File: config.mk
export PLATFORM = sky130hd
export DESIGN_NAME = uart_rx_tmo_irq
export DESIGN_NICKNAME = d
export VERILOG_FILES = /design/src/rtl/uart_tmo_pkg.sv /design/src/rtl/rx_tmo_timer.sv /design/src/rtl/rx_level_cmp.sv /design/src/rtl/rx_irq_encode.sv /design/src/rtl/uart_rx_tmo_irq.sv
export SDC_FILE = /design/constraint.sdc
export NUM_CORES = 1
export LEC_CHECK = 0
export BUFFER_PORTS_ARGS = -buffer_cell sky130_fd_sc_hd__clkbuf_2
export CAP_MARGIN = 0
export CORE_MARGIN = 3
export CORE_UTILIZATION = 35
export CTS_CLUSTER_SIZE = 8
export DETAILED_ROUTE_END_ITERATION = 12
export SLEW_MARGIN = 20
export SYNTH_ARGS = -nofsm -noshare
export SYNTH_HDL_FRONTEND = slang
export SYNTH_SLANG_ARGS = --single-unit
File: constraint.sdc
create_clock -name clk -period 3.3 [get_ports clk]
set_input_delay 0.495 -clock clk [delete_from_list [all_inputs] [get_ports clk]]
set_output_delay 0.495 -clock clk [all_outputs]
set_load 0.05 [all_outputs]
File: src/rtl/uart_tmo_pkg.sv
package uart_tmo_pkg;
  typedef enum logic [1:0] {
    IID_NONE = 2'b00,
    IID_TMO  = 2'b01,
    IID_RDY  = 2'b10
  } iid_e;
endpackage

File: src/rtl/rx_tmo_timer.sv
module rx_tmo_timer #(
  parameter int LVL_W       = 5,
  parameter int FRAME_TICKS = 10,
  parameter int CHAR_TIMES  = 4
) (
  input  logic             clk,
  input  logic             rst,
  input  logic [LVL_W-1:0] fifo_level,
  input  logic             char_done,
  input  logic             start_det,
  input  logic             fifo_rd,
  input  logic             fifo_flush,
  input  logic             bit_tick,
  output logic             pend_nxt
);
  localparam int TMO_TICKS = FRAME_TICKS * CHAR_TIMES;
  localparam int TW        = $clog2(TMO_TICKS + 1);

  logic [TW-1:0] cnt;
  logic          busy;
  logic          pend;
  logic          empty, restart, clear, hit;

  assign empty   = (fifo_level == '0);
  assign restart = char_done | fifo_rd | fifo_flush | start_det | empty;
  assign clear   = fifo_rd | fifo_flush | start_det | empty;
  assign hit     = !restart && !busy && bit_tick && (cnt == TW'(TMO_TICKS - 1));
  assign pend_nxt = clear ? 1'b0 : (pend | hit);

  always_ff @(posedge clk) begin
    if (rst) begin
      cnt  <= '0;
      busy <= 1'b0;
      pend <= 1'b0;
    end else begin
      pend <= pend_nxt;
      if (start_det)      busy <= 1'b1;
      else if (char_done) busy <= 1'b0;
      if (restart || busy)
        cnt <= '0;
      else if (bit_tick && cnt != TW'(TMO_TICKS))
        cnt <= cnt + 1'b1;
    end
  end

  p_no_tmo_empty_r1: assert property (@(posedge clk) disable iff (rst)
    (fifo_level == '0) |=> !pend);
  p_clr_read_r4: assert property (@(posedge clk) disable iff (rst)
    fifo_rd |=> !pend);
  p_clr_flush_r5: assert property (@(posedge clk) disable iff (rst)
    fifo_flush |=> !pend);
  p_clr_start_r6: assert property (@(posedge clk) disable iff (rst)
    start_det |=> !pend);
  p_frame_hold_r7: assert property (@(posedge clk) disable iff (rst)
    (busy && !char_done) |=> (cnt == '0));
endmodule

File: src/rtl/rx_level_cmp.sv
module rx_level_cmp #(
  parameter int LVL_W = 5
) (
  input  logic [LVL_W-1:0] fifo_level,
  input  logic [LVL_W-1:0] trig_level,
  output logic             rdy
);
  assign rdy = (fifo_level != '0) && (fifo_level >= trig_level);
endmodule

File: src/rtl/rx_irq_encode.sv
module rx_irq_encode
  import uart_tmo_pkg::*;
(
  input  logic       clk,
  input  logic       rst,
  input  logic       rdy,
  input  logic       pend,
  input  logic       en_rdy,
  input  logic       en_tmo,
  output logic       irq,
  output logic [1:0] irq_id
);
  logic rdy_g, tmo_g;
  assign rdy_g = en_rdy & rdy;
  assign tmo_g = en_tmo & pend;

  always_ff @(posedge clk) begin
    if (rst) begin
      irq    <= 1'b0;
      irq_id <= IID_NONE;
    end else begin
      irq <= rdy_g | tmo_g;
      if (rdy_g)      irq_id <= IID_RDY;
      else if (tmo_g) irq_id <= IID_TMO;
      else            irq_id <= IID_NONE;
    end
  end

  p_id_legal_r9: assert property (@(posedge clk) disable iff (rst)
    irq_id != 2'b11);
  p_irq_has_id_r10: assert property (@(posedge clk) disable iff (rst)
    irq |-> (irq_id != IID_NONE));
endmodule

File: src/rtl/uart_rx_tmo_irq.sv
module uart_rx_tmo_irq #(
  parameter int LVL_W       = 5,
  parameter int FRAME_TICKS = 10,
  parameter int CHAR_TIMES  = 4
) (
  input  logic             clk,
  input  logic             rst,
  input  logic [LVL_W-1:0] fifo_level,
  input  logic             char_done,
  input  logic             start_det,
  input  logic             fifo_rd,
  input  logic             fifo_flush,
  input  logic [LVL_W-1:0] trig_level,
  input  logic             bit_tick,
  input  logic             en_tmo,
  input  logic             en_rdy,
  output logic             irq,
  output logic [1:0]       irq_id
);
  logic pend_nxt, rdy;

  rx_tmo_timer #(.LVL_W(LVL_W), .FRAME_TICKS(FRAME_TICKS), .CHAR_TIMES(CHAR_TIMES)) u_tmr (
    .clk(clk), .rst(rst), .fifo_level(fifo_level), .char_done(char_done),
    .start_det(start_det), .fifo_rd(fifo_rd), .fifo_flush(fifo_flush),
    .bit_tick(bit_tick), .pend_nxt(pend_nxt));

  rx_level_cmp #(.LVL_W(LVL_W)) u_cmp (
    .fifo_level(fifo_level), .trig_level(trig_level), .rdy(rdy));

  rx_irq_encode u_enc (
    .clk(clk), .rst(rst), .rdy(rdy), .pend(pend_nxt), .en_rdy(en_rdy),
    .en_tmo(en_tmo), .irq(irq), .irq_id(irq_id));

  p_rdy_prio_r8: assert property (@(posedge clk) disable iff (rst)
    (en_rdy && fifo_level != '0 && fifo_level >= trig_level) |=> (irq && irq_id == 2'b10));
  p_all_off_r10: assert property (@(posedge clk) disable iff (rst)
    (!en_rdy && !en_tmo) |=> !irq);
endmodule

=== Word-level counts from Yosys, hierarchy flattened ===
Index checks and enable logic that the tools add are counted.
Widths: inputs -> output; s select.

* $add $sub $neg: 1
* Magnitude comparators: 1
* Reduce and logical (&&, ||, !) cells: 13
* Eq/ne operators: 2
* Bitwise gates (word level): 11
* Muxes and demuxes: 5

{| class="wikitable"
|+ Operators with widths
! cell !! number
|-
| $or 1x1->1 || 9
|-
| $add 6x1->6 const B || 1
|-
| $eq 6x6->1 const B || 1
|-
| $ne 6x6->1 const B || 1
|-
| $ge 5x5->1 || 1
|-
| $logic_and 1x1->1 || 5
|-
| $logic_not 5->1 || 1
|-
| $reduce_bool 5->1 || 1
|-
| $mux 1 || 4
|-
| $reduce_or 2->1 || 2
|-
| $and 1x1->1 || 2
|-
| $logic_not 1->1 || 2
|-
| $mux 2 || 1
|-
| $reduce_bool 2->1 || 1
|-
| $logic_or 1x1->1 || 1
|}

* Input port bits: 19
* Output and inout port bits: 3
* Word-level logic and storage cells: 39
* Flip-flop bits (word level): 11

=== Depth between registers and ports, before layout ===
* Depth in word-level cells: 13
* Mapped depth: 6
* Mapped depth without buffers: 6

=== By module ===
Synthesis repeated with hierarchy kept, for this count alone.

* Cell total of the unflattened synthesis: 76
* Area, all modules: 648.1 sq um

{| class="wikitable"
|+ By module, submodules not included
! module !! times used !! seq. area each (sq um) !! area each (sq um) !! cells an instance
|-
| rx_tmo_timer || 1 || 160.2 || 430.4 || 51
|-
| rx_level_cmp || 1 || 0.0 || 126.4 || 17
|-
| rx_irq_encode || 1 || 60.1 || 91.3 || 8
|}

=== Least setup slack after synthesis ===
No wires, ideal clock.

* Kind: input to register
* From: input char_done
* To: register u_enc.irq_id[0]
* Slack: 1476 ps
* Library setup time: 58 ps
* Data required time: 3242 ps
* Path buffers: 0
* Data arrival time: 1765 ps
* Cell stages on the path: 4
* Path through: or4b_1 o31a_1 or3b_1 o21ba_1

* Longest elaborated chain between the ends: 12

{| class="wikitable"
|+ RTL lines
! item !! line !! source
|-
| start: declaration || uart_rx_tmo_irq.sv:9 || <nowiki>input logic char_done,</nowiki>
|-
| $or 1x1->1 (4 in a row) || rx_tmo_timer.sv:25 || <nowiki>assign restart = char_done | fifo_rd | fifo_flush | start_det | empty;</nowiki>
|-
| $logic_not 1->1 || rx_tmo_timer.sv:27 || <nowiki>assign hit = !restart && !busy && bit_tick && (cnt == TW'(TMO_TICKS - 1));</nowiki>
|-
| $logic_and 1x1->1 (3 in a row) || rx_tmo_timer.sv:27 ||
|-
| $or 1x1->1 || rx_tmo_timer.sv:28 || <nowiki>assign pend_nxt = clear ? 1'b0 : (pend | hit);</nowiki>
|-
| $mux 1 || rx_tmo_timer.sv:28 ||
|-
| $and 1x1->1 || rx_irq_encode.sv:15 || <nowiki>assign tmo_g = en_tmo & pend;</nowiki>
|-
| $mux 1 || rx_irq_encode.sv:24 || <nowiki>else if (tmo_g) irq_id <= IID_TMO;</nowiki>
|-
| end signal: assignment || rx_irq_encode.sv:23 || <nowiki>if (rdy_g) irq_id <= IID_RDY;</nowiki>
|-
| end signal: assignment || rx_irq_encode.sv:24 ||
|-
| end signal: assignment || rx_irq_encode.sv:25 || <nowiki>else irq_id <= IID_NONE;</nowiki>
|-
| end: declaration || rx_irq_encode.sv:11 || <nowiki>output logic [1:0] irq_id</nowiki>
|}

No other way between the ends.
A chain may end at the register's enable or synchronous reset.

=== Final worst setup path ===
* From: register u_tmr.cnt[3]
* To: register u_enc.irq_id[0]

* Longest elaborated chain between the ends: 6

{| class="wikitable"
|+ RTL lines
! item !! line !! source
|-
| start: declaration || rx_tmo_timer.sv:19 || <nowiki>logic [TW-1:0] cnt;</nowiki>
|-
| start signal: assignment || rx_tmo_timer.sv:42 || <nowiki>cnt <= cnt + 1'b1;</nowiki>
|-
| $eq 6x6->1 || rx_tmo_timer.sv:27 ||
|-
| $logic_and 1x1->1 || rx_tmo_timer.sv:27 ||
|-
| $or 1x1->1 || rx_tmo_timer.sv:28 ||
|-
| $mux 1 || rx_tmo_timer.sv:28 ||
|-
| $and 1x1->1 || rx_irq_encode.sv:15 ||
|-
| $mux 1 || rx_irq_encode.sv:24 ||
|}

No other way between the ends.

==> impl_metrics.json <==
{
  "hold_path_class": "input port to flip-flop",
  "rows": 14,
  "slew_viol_final": 0,
  "grt_overflow": 0,
  "synth_most_common_cell": "dfxtp_1",
  "ios": 22,
  "hold_buffers": 0,
  "grt_usage": 0.112,
  "fin_crit_sh": 0.543,
  "critPathKind": "flip-flop to flip-flop",
  "post_cts_buffers": 0,
  "grt_pass1_wl_mm": 1.73,
  "drt_iter0_drc": 4,
  "ys_top_cells_by_count": "11 x dfxtp_1, 9 x inv_1, 9 x nor2_1, 7 x ha_1, 5 x o21ai_0",
  "seq_area_frac_synth": 0.364,
  "path_buf_inv": 0,
  "syn_area_um2": 606,
  "ys_warn_count": 0,
  "synth.distinct_cells": 25,
  "fin_cells": 111,
  "antenna_found_initial": 0,
  "numPortBuffers": 21,
  "cts_buffers": 3,
  "vias": 534,
  "wirelength_mm": 1.10,
  "yosys-top-cells-area": "dfxtp_1 36%, ha_1 14%, inv_1 5.6%",
  "start_util": 0.388,
  "clockRootBuffer": "clkbuf_4",
  "synth_top_cell_by_area": "dfxtp_1",
  "p_leak_nw": 0.352,
  "crit_chain": "or4b_1, o31a_1, or3b_1, o21ba_1",
  "drive_above_1_share": 0.263,
  "synth_edf_count": 0,
  "cp-start-kind": "flip-flop",
  "finalHoldViolCount": 0,
  "worst_slew_pin_slew_ps": 309,
  "fin_area_um2": 753,
  "grt_max_degree": 7,
  "max_freq_mhz": 558,
  "cts.repair.resized": 0,
  "p_per_area_mw_per_mm2": 347,
  "nets": 122,
  "critical_path.top_delay_family": "simple AND/OR/NAND/NOR gates",
  "critPathSlowestCell": "or4b_1",
  "wire_per_inst_um": 9.87,
  "cts_tree": "done",
  "htreeDepth": 1,
  "cp-end-kind": "flip-flop",
  "critical-path-max-stage-delay_ps": 530,
  "worstPathRequired_ps": 3500,
  "setup_viol": 0,
  "dpl_cell_area_um2": 727,
  "grt_pass1_vias": 450,
  "dp_slack_ps": 1340,
  "yosysTopAreaCellShare": 0.364,
  "avgViaCountPerCell": 4.81,
  "max_slew_margin": 0.792,
  "clkSinkCount": 11,
  "antenna_left": 0,
  "vdd_drop_max_uv": 164,
  "tns_ps": 0,
  "crit_fanout": 5,
  "synthArstFlopShare": 0,
  "gp_congestion": 0.781,
  "drv_cap": 0,
  "status": "complete, no violations",
  "synth-seq-cells": 11,
  "rsz0062_at_grt": "false",
  "clkTransAtPathRegs_ps": 70,
  "die_area_mm2": 0.00227,
  "clk_path_buf_depth": 2,
  "period_needed_ps": 1790,
  "synth_fp_nets": 97,
  "fin_skew_ps": 7.95,
  "area_growth_pct": 24.4,
  "dpl.cell_count": 107,
  "dp_hpwl_um": 945,
  "core_mm2": 0.00156,
  "drcViolationCount": 0,
  "setup_slack_ps": 1510,
  "diodes": 0,
  "dr.pass1.iters": 3,
  "insertion_delay_ps": 260,
  "synth_ff_type": "dfxtp_1",
  "die_x_um": 47.6,
  "cp_data_arrival_time_ps": 2000,
  "synth_cells": 71,
  "synth_area_per_cell_um2": 8.53,
  "die_h_um": 47.6
}
flip-flops by register name (all words and copies together) (netlist names):
name / flops
u_tmr.cnt: 6
u_enc.irq_id: 2
u_enc.irq: 1
u_tmr.busy: 1
u_tmr.pend: 1
power by group:
part | internal, mW | switching (mW) | total (mW) | leakage (nW)
clock | 0.0467 | 0.0421 | 0.0888 | 0.0150
sequential | 0.135 | 0.00110 | 0.136 | 0.0891
combinational | 0.0172 | 0.0191 | 0.0363 | 0.248
total | 0.199 | 0.0624 | 0.261 | 0.352
per-stage QoR:
step | power, mW | utilization | hold slack [ps]
floorplan | 0.159 | - | 462
global placement | 0.175 | 0.466 | 496
detailed placement | 0.176 | 0.466 | 512
CTS | 0.267 | 0.483 | 407
global route | 0.279 | 0.483 | 410
finish | 0.261 | 0.483 | 415
worst paths after layout:
check | from | to | slack, ps | cells after the start
max | u_tmr.cnt[3] | u_enc.irq_id[0] | 1510 | 4
min | rst | u_tmr.busy | 410 | 2
max reg2reg | u_tmr.cnt[3] | u_enc.irq_id[0] | 1510 | 4
min reg2reg | u_tmr.busy | u_tmr.busy | 530 | 2
final cells by class:
cell class	count	area, µm²
Clock buffer	4	26.3
Sequential cell	11	220
Inverter	9	33.8
Fill cell	166	806
Multi-Input combinational cell	50	348
Timing Repair Buffer	21	105
Tap cell	16	20.0
routing by layer:
metal	vias to the layer above	GRT usage	wire [µm]
met5	-	0	0
met3	2	0.0451	60
met2	12	0.176	537
li1	288	-	-
met1	232	0.128	478
met4	0	0.0645	19
placed cells by master, fill, tap and decap left out, drive strengths merged, types with 3 or more instances in the layout:
| cell | synthesis | layout |
|---|---|---|
| dfxtp | 11 | 11 |
| clkbuf | 1 | 25 |
| ha | 7 | 7 |
| o21ai | 5 | 5 |
| xor2 | 3 | 3 |
| nand2 | 4 | 4 |
| inv | 9 | 9 |
| nor2 | 9 | 9 |
cells by family after synthesis:
group           synth area share
flops                      0.364
buf+inv                   0.0620
mux                       0.0165
xor+xnor                  0.0723
simple gates               0.213
fa+ha+maj                  0.145
compound gates             0.128
Note: power is estimated with default switching activity, not from simulation.
